## src/rtl/frame_align_pkg.sv

```systemverilog
package frame_align_pkg;

    // Main alignment group: hunt/confirmation steps, then locked with an
    // alignment-word error count.
    typedef enum logic [2:0] {
        ST_HUNT    = 3'd0,
        ST_GOT_FAS = 3'd1,
        ST_GOT_SW  = 3'd2,
        ST_LOCK0   = 3'd3,
        ST_LOCK1   = 3'd4,
        ST_LOCK2   = 3'd5
    } align_state_t;

    // Service-word error group, active only while locked.
    typedef enum logic [1:0] {
        SW_OK   = 2'd0,
        SW_ERR1 = 2'd1,
        SW_ERR2 = 2'd2
    } sw_state_t;

    function automatic logic is_locked(input align_state_t s);
        return (s == ST_LOCK0) || (s == ST_LOCK1) || (s == ST_LOCK2);
    endfunction

endpackage

```

## src/rtl/fa_ts0_window.sv

```systemverilog
// Sliding window over the last bits received. Flags an alignment-word match
// and exposes the service and far-alarm bits for the bit now on din.
module fa_ts0_window #(
    parameter int                   SLOT_BITS = 8,
    parameter logic [SLOT_BITS-2:0] FAS_WORD  = 7'b0011011
) (
    input  logic clk,
    input  logic rst_n,
    input  logic din,
    output logic fas_hit,
    output logic sw_good,
    output logic alarm_bit
);
    localparam int HIST = SLOT_BITS - 2;

    logic [HIST-1:0]      hist_q;
    logic [SLOT_BITS-2:0] win;

    always_ff @(posedge clk) begin
        if (!rst_n) begin
            hist_q <= '1;
        end else begin
            hist_q <= {hist_q[HIST-2:0], din};
        end
    end

    // win[SLOT_BITS-2] is slot position 1; din is position SLOT_BITS-1.
    assign win       = {hist_q, din};
    assign fas_hit   = (win == FAS_WORD);
    assign sw_good   = win[SLOT_BITS-2];
    assign alarm_bit = win[SLOT_BITS-3];
endmodule

```

## src/rtl/fa_position.sv

```systemverilog
// Bit / slot / frame-parity counters for the bit now on din.
module fa_position #(
    parameter int  SLOTS     = 32,
    parameter int  SLOT_BITS = 8,
    localparam int BW        = $clog2(SLOT_BITS),
    localparam int SW        = $clog2(SLOTS)
) (
    input  logic          clk,
    input  logic          rst_n,
    input  logic          load,
    output logic [BW-1:0] bit_idx,
    output logic [SW-1:0] slot_idx,
    output logic          fas_frame,
    output logic          ts0_end,
    output logic          frame_end
);
    localparam logic [BW-1:0] BIT_LAST  = BW'(SLOT_BITS - 1);
    localparam logic [SW-1:0] SLOT_LAST = SW'(SLOTS - 1);

    logic [BW-1:0] bit_q;
    logic [SW-1:0] slot_q;
    logic          par_q;
    logic          bit_wrap;

    assign bit_wrap = (bit_q == BIT_LAST);

    always_ff @(posedge clk) begin
        if (!rst_n) begin
            bit_q  <= '0;
            slot_q <= '0;
            par_q  <= 1'b0;
        end else if (load) begin
            // The bit just taken completed slot 0 of an alignment-word frame.
            bit_q  <= '0;
            slot_q <= SW'(1);
            par_q  <= 1'b1;
        end else begin
            bit_q <= bit_wrap ? '0 : bit_q + 1'b1;
            if (bit_wrap) begin
                if (slot_q == SLOT_LAST) begin
                    slot_q <= '0;
                    par_q  <= ~par_q;
                end else begin
                    slot_q <= slot_q + 1'b1;
                end
            end
        end
    end

    assign bit_idx   = bit_q;
    assign slot_idx  = slot_q;
    assign fas_frame = par_q;
    assign ts0_end   = bit_wrap && (slot_q == '0);
    assign frame_end = bit_wrap && (slot_q == SLOT_LAST);
endmodule

```

## src/rtl/fa_pulse_stretch.sv

```systemverilog
// Holds a single-cycle trigger high for LEN clocks.
module fa_pulse_stretch #(
    parameter int  LEN = 4,
    localparam int CW  = $clog2(LEN + 1)
) (
    input  logic clk,
    input  logic rst_n,
    input  logic trig,
    output logic pulse
);
    localparam logic [CW-1:0] LOAD_VAL = CW'(LEN);

    logic [CW-1:0] cnt_q;

    always_ff @(posedge clk) begin
        if (!rst_n) begin
            cnt_q <= '0;
        end else if (trig) begin
            cnt_q <= LOAD_VAL;
        end else if (cnt_q != '0) begin
            cnt_q <= cnt_q - 1'b1;
        end
    end

    assign pulse = (cnt_q != '0);
endmodule

```

## src/rtl/fa_align_fsm.sv

```systemverilog
// Alignment controller: main group (hunt, confirm, lock with word-error
// count) plus a service-word error group.
module fa_align_fsm
    import frame_align_pkg::*;
(
    input  logic clk,
    input  logic rst_n,
    input  logic chk,
    input  logic frame_end,
    input  logic fas_frame,
    input  logic fas_hit,
    input  logic sw_good,
    input  logic alarm_bit,
    output logic load,
    output logic aligned,
    output logic fault_trig,
    output logic sync_pulse,
    output logic dist_alarm
);
    align_state_t st_q, st_d;
    sw_state_t    sw_q, sw_d;
    logic         dist_q, dist_d;
    logic         fas_chk, sw_chk;

    assign fas_chk = chk && fas_frame;
    assign sw_chk  = chk && !fas_frame;

    // State registers
    always_ff @(posedge clk) begin
        if (!rst_n) begin
            st_q   <= ST_HUNT;
            sw_q   <= SW_OK;
            dist_q <= 1'b0;
        end else begin
            st_q   <= st_d;
            sw_q   <= sw_d;
            dist_q <= dist_d;
        end
    end

    // Next state
    always_comb begin
        st_d = st_q;
        sw_d = sw_q;
        unique case (st_q)
            ST_HUNT: begin
                if (fas_hit) st_d = ST_GOT_FAS;
            end
            ST_GOT_FAS: begin
                if (sw_chk) st_d = sw_good ? ST_GOT_SW : ST_HUNT;
            end
            ST_GOT_SW: begin
                if (fas_chk) st_d = fas_hit ? ST_LOCK0 : ST_HUNT;
            end
            ST_LOCK0, ST_LOCK1, ST_LOCK2: begin
                if (fas_chk) begin
                    if (fas_hit) begin
                        st_d = ST_LOCK0;
                    end else begin
                        unique case (st_q)
                            ST_LOCK0: st_d = ST_LOCK1;
                            ST_LOCK1: st_d = ST_LOCK2;
                            default:  st_d = ST_HUNT;
                        endcase
                    end
                end else if (sw_chk) begin
                    if (sw_good) begin
                        sw_d = SW_OK;
                    end else begin
                        sw_d = (sw_q == SW_OK) ? SW_ERR1 : SW_ERR2;
                    end
                    if (sw_d == SW_ERR2) st_d = ST_HUNT;
                end
            end
            default: st_d = ST_HUNT;
        endcase
        if (!is_locked(st_d)) sw_d = SW_OK;

        if (!is_locked(st_d)) begin
            dist_d = 1'b0;
        end else if (sw_chk && is_locked(st_q)) begin
            dist_d = alarm_bit;
        end else begin
            dist_d = dist_q;
        end
    end

    // Outputs
    always_comb begin
        load       = 1'b0;
        fault_trig = 1'b0;
        aligned    = 1'b0;
        unique case (st_q)
            ST_HUNT: begin
                load       = fas_hit;
                fault_trig = fas_chk;
            end
            ST_GOT_FAS: begin
            end
            ST_GOT_SW: begin
                fault_trig = fas_chk && !fas_hit;
            end
            ST_LOCK0, ST_LOCK1, ST_LOCK2: begin
                aligned    = 1'b1;
                fault_trig = fas_chk && !fas_hit;
            end
            default: begin
            end
        endcase
        sync_pulse = aligned && frame_end && !fas_frame;
        dist_alarm = dist_q;
    end
endmodule

```

## src/rtl/frame_aligner.sv

```systemverilog
module frame_aligner #(
    parameter int                   SLOTS     = 32,
    parameter int                   SLOT_BITS = 8,
    parameter int                   FAULT_LEN = 4,
    parameter logic [SLOT_BITS-2:0] FAS_WORD  = 7'b0011011,
    localparam int                  BW        = $clog2(SLOT_BITS),
    localparam int                  SW        = $clog2(SLOTS)
) (
    input  logic          clk,
    input  logic          rst_n,
    input  logic          din,
    output logic [BW-1:0] bit_idx,
    output logic [SW-1:0] slot_idx,
    output logic          fas_frame,
    output logic          sync_pulse,
    output logic          fault_pulse,
    output logic          lof,
    output logic          dist_alarm
);
    logic fas_hit, sw_good, alarm_bit;
    logic ts0_end, frame_end, load, aligned, fault_trig;

    fa_ts0_window #(
        .SLOT_BITS (SLOT_BITS),
        .FAS_WORD  (FAS_WORD)
    ) u_win (
        .clk       (clk),
        .rst_n     (rst_n),
        .din       (din),
        .fas_hit   (fas_hit),
        .sw_good   (sw_good),
        .alarm_bit (alarm_bit)
    );

    fa_position #(
        .SLOTS     (SLOTS),
        .SLOT_BITS (SLOT_BITS)
    ) u_pos (
        .clk       (clk),
        .rst_n     (rst_n),
        .load      (load),
        .bit_idx   (bit_idx),
        .slot_idx  (slot_idx),
        .fas_frame (fas_frame),
        .ts0_end   (ts0_end),
        .frame_end (frame_end)
    );

    fa_align_fsm u_fsm (
        .clk        (clk),
        .rst_n      (rst_n),
        .chk        (ts0_end),
        .frame_end  (frame_end),
        .fas_frame  (fas_frame),
        .fas_hit    (fas_hit),
        .sw_good    (sw_good),
        .alarm_bit  (alarm_bit),
        .load       (load),
        .aligned    (aligned),
        .fault_trig (fault_trig),
        .sync_pulse (sync_pulse),
        .dist_alarm (dist_alarm)
    );

    fa_pulse_stretch #(
        .LEN (FAULT_LEN)
    ) u_fault (
        .clk   (clk),
        .rst_n (rst_n),
        .trig  (fault_trig),
        .pulse (fault_pulse)
    );

    assign lof = !aligned;
endmodule

```

## config.mk

```make
export PLATFORM = sky130hd
export DESIGN_NAME = frame_aligner
export DESIGN_NICKNAME = d
export VERILOG_FILES = /design/src/rtl/frame_align_pkg.sv /design/src/rtl/fa_ts0_window.sv /design/src/rtl/fa_position.sv /design/src/rtl/fa_pulse_stretch.sv /design/src/rtl/fa_align_fsm.sv /design/src/rtl/frame_aligner.sv
export SDC_FILE = /design/constraint.sdc
export NUM_CORES = 1
export LEC_CHECK = 0
export BUFFER_PORTS_ARGS = -buffer_cell sky130_fd_sc_hd__buf_2
export CELL_PAD_IN_SITES_DETAIL_PLACEMENT = 1
export CELL_PAD_IN_SITES_GLOBAL_PLACEMENT = 2
export CORE_MARGIN = 5
export CORE_UTILIZATION = 38
export DETAILED_ROUTE_END_ITERATION = 8
export PLACE_DENSITY_LB_ADDON = 0.1
export SLEW_MARGIN = 20
export SYNTH_ARGS = -nofsm -noshare
export SYNTH_HDL_FRONTEND = slang
export SYNTH_SLANG_ARGS = --single-unit
```

## constraint.sdc

```tcl
create_clock -name clk -period 3.57 [get_ports clk]
set_input_delay 0.8925 -clock clk [delete_from_list [all_inputs] [get_ports clk]]
set_output_delay 0.8925 -clock clk [all_outputs]
set_load 0.005 [all_outputs]
```

### Word level (Yosys, flattened, before mapping)

Index checks and enable logic that the tools add are counted.
W data, S select, Z words.

| storage, ports and cells | value |
|---|---|
| input bits | 3 |
| register bits after elaboration | 24 |
| word-level logic and storage cells | 85 |
| output and inout bits | 13 |

| cells by class | value |
|---|---|
| equality and inequality tests | 12 |
| reductions and logical operators | 30 |
| muxes and demuxes | 27 |
| $add $sub $neg | 3 |
| bitwise logic cells | 3 |

Operator list:

| kind | number |
|---|---|
| $mux W3 | 9 |
| $eq A3 B3 Y1 const B | 5 |
| $mux W2 | 7 |
| $pmux W3 S4 | 1 |
| $eq A3 B2 Y1 const B | 3 |
| $logic_and A1 B1 Y1 | 8 |
| $eq A7 B5 Y1 const B | 1 |
| $mux W1 | 7 |
| $pmux W3 S2 | 1 |
| $reduce_bool A2 Y1 | 3 |
| $reduce_or A3 Y1 | 2 |
| $add A5 B1 Y5 const B | 1 |
| $eq A5 B5 Y1 const B | 1 |
| $logic_not A5 Y1 | 1 |
| $mux W5 | 1 |
| $logic_or A1 B1 Y1 | 4 |
| $reduce_and A2 Y1 | 2 |
| $reduce_or A2 Y1 | 2 |
| $reduce_or A4 Y1 | 1 |
| $add A3 B1 Y3 const B | 1 |
| $eq A3 B1 Y1 const B | 1 |
| $logic_not A1 Y1 | 3 |
| $logic_not A3 Y1 | 1 |
| $not A1 Y1 | 3 |
| 6 further kinds | 6 |

### Logic depth before layout (Yosys ltp)

| depth | value |
|---|---|
| word-level depth | 15 |
| depth in mapped cells | 9 |
| gate-level depth less buffers | 8 |

### Hierarchy

Synthesis repeated with hierarchy kept, for this count alone.

| second synthesis, totals | value |
|---|---|
| cells, all modules | 138 |
| area, all modules | 1306.3 sq um |

Modules (own cells, without submodules):

| module | times used | area an instance (sq um) | cells each |
|---|---|---|---|
| fa_align_fsm | 1 | 503.0 | 60 |
| fa_position | 1 | 449.2 | 44 |
| fa_ts0_window | 1 | 182.7 | 15 |
| fa_pulse_stretch | 1 | 167.7 | 18 |
| frame_aligner | 1 | 3.8 | 1 |

### Worst setup path before layout

Ideal clock, no wire load.

| timing path | value |
|---|---|
| path type | reg2out |
| from | reg u_pos.bit_q[0], in the netlist u_pos.bit_idx[0] |
| to | out sync_pulse |
| cell stages (with the launch flop) | 6 |
| setup slack | 1.400 ns |
| buffers on the path | 1 |
| data arrival time | 1.278 ns |
| cell sequence | dfxtp_1 -> ha_1 -> ha_1 -> clkbuf_1 -> nand2_1 -> nor3_1 |

| on the way | value |
|---|---|
| word-level cells in the longest chain between the ends | 4 |

Ends and longest elaborated chain:

| item | RTL line | text |
|---|---|---|
| start: declaration | fa_position.sv:20 | `logic [BW-1:0] bit_q;` |
| start signal: assignment | fa_position.sv:38 | `bit_q <= bit_wrap ? '0 : bit_q + 1'b1;` |
| $eq A3 B3 Y1 | fa_position.sv:25 | `assign bit_wrap = (bit_q == BIT_LAST);` |
| $logic_and A1 B1 Y1 | fa_position.sv:54 | `assign frame_end = bit_wrap && (slot_q == SLOT_LAST);` |
| $logic_and A1 B1 Y1 (2 in a row) | fa_align_fsm.sv:110 | `sync_pulse = aligned && frame_end && !fas_frame;` |
| end: declaration | frame_aligner.sv:15 | `output logic sync_pulse,` |

Every way passes these cells.

### Final worst setup path

| timing path | value |
|---|---|
| from | reg u_pos.slot_q[0], in the netlist u_pos.slot_idx[0] |
| to | out sync_pulse |

| on the way | value |
|---|---|
| word-level cells in the longest chain between the ends | 4 |

Ends and longest elaborated chain:

| item | RTL line | text |
|---|---|---|
| start: declaration | fa_position.sv:21 | `logic [SW-1:0] slot_q;` |
| start signal: assignment | fa_position.sv:44 | `slot_q <= slot_q + 1'b1;` |
| $eq A5 B5 Y1 | fa_position.sv:54 |  |
| $logic_and A1 B1 Y1 | fa_position.sv:54 |  |
| $logic_and A1 B1 Y1 (2 in a row) | fa_align_fsm.sv:110 |  |

Every way passes these cells.

==> results.cfg <==
[critical_path]
r2r_end = u_fsm.dist_alarm
rr_startpoint = u_pos.bit_idx[0]
crit_path_end_kind = primary output
cp-start-kind = flip-flop
path_cells = ha_1 -> and3_1 -> ha_1 -> nand2_1 -> nor3_1 -> buf_2
critical_path_class = reg -> out
cp_num_cells = 6
worst_ep_required_time_ns = 2.68
reg2reg_depth = 8
crit_fanout = 6
arrival_ns = 1.78
crit_top_cell = ha_1
path_buf_inv = 1
crit_end = sync_pulse
crit_path_top_delay_cell = dfxtp_1
worstSetupStartpoint = u_pos.slot_idx[0]
reg2reg_slack_ns = 1.11
critical_path.max_stage_delay_ns = 0.44
path_delay_family = adder cells

[floorplanning]
die_w_um = 70.48
ios = 16
fp-row-count = 22
dieHeight_um = 70.48
start_util = 0.3855
die_area_um2 = 4967
core_area_um2 = 3606

[drt]
wl_met1_mm = 1.575
met2_length_mm = 1.564
drt-initial-drc-count = 39
wirelength_mm = 3.263
via_per_inst = 5.437
routed.top_layer = met4
wl_per_cell_um = 15.18
vias = 1169
dr.pass1.iters = 4
drc = 0
wl_met3_um = 81
antenna_left = 0

[layout]
num-fill-cells = 442
fin_nets = 181
post-route-util = 0.4365
syn_to_final_growth_pct = 13.23
drive_gt1_frac = 0.1617
antenna_cells = 0

[logic_synthesis]
ys_types = 51
syn_nets = 166
avgSynthCellArea_um2 = 9.086
yosysWarnings = 0
synth-edff-count = 0
syn_inst = 153
synth_top_area_cell = dfxtp_1
synth_ff_type = dfxtp_1
ys_seq_elements = 24
async_flop_share = 0
seq_area_frac_synth = 0.3456
synthesis.area_um2 = 1390
synthTopCellsByArea = dfxtp_1, ha_1, nor2_1
synth_top_area_frac = 0.3456

[cts]
clk-insertion-delay-late_ns = 0.27
cts_sinks = 24
cts_tree = done
clockBufferDepth = 2
clkSlewWorstSetupHoldPaths_ns = 0.09
cts_resized = 0
cts_made_buffers = 3
cts_hold_buf = 0
postCtsSetupBuffers = 0
root_buffer = clkbuf_8
cts_max_level = 1

[sta]
rsz0062_at_grt = false
hold_viol_final = 0
skew_ns = 0.005266
period_share = 0.7499
setup_violations = 0
fin_tns_setup_ns = 0
post-route-min-period_ns = 2.677
slew_viol_final = 0
slew_headroom = 0.6622
fmax_mhz = 373.5
worst_pin_slew_ns = 0.5060

[placement]
numPortBuffers = 15
gp_congestion = 0.8216
detailed_place_hpwl_mm = 2.459

[grt]
grt_pass1_vias = 1220
grtUsageTotal = 0.1392
grt_first_pass_wirelength_mm = 5.637
grt_antenna_before_repair = 0
grt_max_degree = 19
grt_overflow = 0

[min_path]
hp-class = reg -> reg

[pwr]
pwr-share-clk = 0.392
p_int_uw = 471.7
swShare = 0.2399
seqPwrFrac = 0.467
vdd_drop_max_uv = 256.4
leakagePower_uw = 0.0006504
power.density_nw_per_um2 = 394.2
p_switching_uw = 148.9
combPwrFrac = 0.140

[outcome]
outcome = completed

[flow_run]
cap_violations = 0
kinds of logic (layout without fill, tap and decap cells):
group / after synthesis / after routing / synth area share
flops: 24 / 24 / 0.3456
mux: 6 / 6 / 0.04500
fa+ha+maj: 10 / 10 / 0.09001
simple gates: 60 / 60 / 0.2538
compound gates: 36 / 36 / 0.2097
xor+xnor: 2 / 2 / 0.01260
buf+inv: 15 / 29 / 0.04321
area by class of cell:
| cell class | count | area (um2) | share of cell area |
|---|---|---|---|
| clock buffers | 3 | 41.29 | 0.02623 |
| clock inverters | 1 | 30.03 | 0.01908 |
| inverters | 10 | 37.54 | 0.02385 |
| multi-input cells | 114 | 849.6 | 0.5397 |
| flip-flops and latches | 24 | 480.5 | 0.3052 |
| well taps | 48 | 60.06 | 0.03816 |
| repair buffers | 15 | 75.07 | 0.04769 |
layout by cell type, fill, tap and decap left out, types with 2 or more instances in the layout:
cell	netlist	layout
dfxtp_1	24	24
nor2_1	15	15
buf_2	2	15
nand2_1	11	11
inv_1	10	10
ha_1	10	10
nand2b_1	6	6
nor3_1	5	5
a21oi_1	5	5
mux2i_1	4	4
and3_1	3	3
nor3b_1	3	3
o2111ai_1	3	3
a21boi_0	3	3
clkbuf_8	0	3
and3b_1	2	2
nand3_1	2	2
o21bai_1	2	2
xor2_1	2	2
a31oi_1	2	2
nor2b_1	2	2
nor4bb_1	2	2
o22ai_1	2	2
o21a_1	2	2
a211oi_1	2	2
o21ai_0	2	2
through the flow:
step	area [um2]	setup WS, ns	instances	hold slack [ns]	power, uW
2_1_floorplan	1390	1.400	153	0.4011	358.0
3_3_place_gp	1503	1.063	211	0.4257	379.0
3_5_place_dp	1503	1.116	211	0.4310	386.0
4_1_cts	1574	0.8756	215	0.4463	629.3
5_1_grt	1574	0.7324	215	0.4974	661.8
6_report	1574	0.8927	215	0.4424	620.6
power by group through the flow:
stage	Combinational [uW]	Sequential (uW)	Clock, uW
floorplan	63.3	295	0
global placement	84.0	295	0
detailed placement	89.0	297	0
CTS	90.9	291	248
global route	106	293	263
finish	87.0	290	243
per-layer routing:
| layer | vias to the layer above | global-route usage |
|---|---|---|
| met2 | 12 | 0.2443 |
| met3 | 5 | 0.02302 |
| met4 | 0 | 0.04468 |
| li1 | 584 | - |
| met5 | - | 0 |
| met1 | 568 | 0.1710 |
synth_stat cells (2+ instances only):
cell	instances
a21boi_0	3
nor3b_1	3
and3b_1	2
a211oi_1	2
inv_1	10
nand2_1	11
buf_2	2
dfxtp_1	24
o22ai_1	2
ha_1	10
nand2b_1	6
nand3_1	2
clkbuf_1	2
o21bai_1	2
nor2b_1	2
o2111ai_1	3
o21ai_0	2
nor4bb_1	2
nor3_1	5
and3_1	3
a31oi_1	2
mux2i_1	4
xor2_1	2
a21oi_1	5
o21a_1	2
nor2_1	15
how the worst min path moves through the flow:
stage                          from               to  depth (start not counted)  slack [ns]
finish              u_win.hist_q[0]  u_win.hist_q[1]                          1        0.44
global route        u_win.hist_q[0]  u_win.hist_q[1]                          1        0.50
CTS                 u_win.hist_q[0]  u_win.hist_q[1]                          1        0.45
detailed placement  u_win.hist_q[0]  u_win.hist_q[1]                          1        0.43
global placement    u_win.hist_q[3]  u_win.hist_q[4]                          1        0.43
floorplan           u_win.hist_q[1]  u_win.hist_q[2]                          1        0.40
flip-flops by register name, summed over array words and instances, names as in the netlist:
register          cells
u_fault.cnt_q         3
u_fsm.dist_alarm      1
u_fsm.st_q            3
u_fsm.sw_q            2
u_pos.bit_idx         3
u_pos.fas_frame       1
u_pos.slot_idx        5
u_win.hist_q          6
Note: power is estimated with default switching activity, not from simulation.
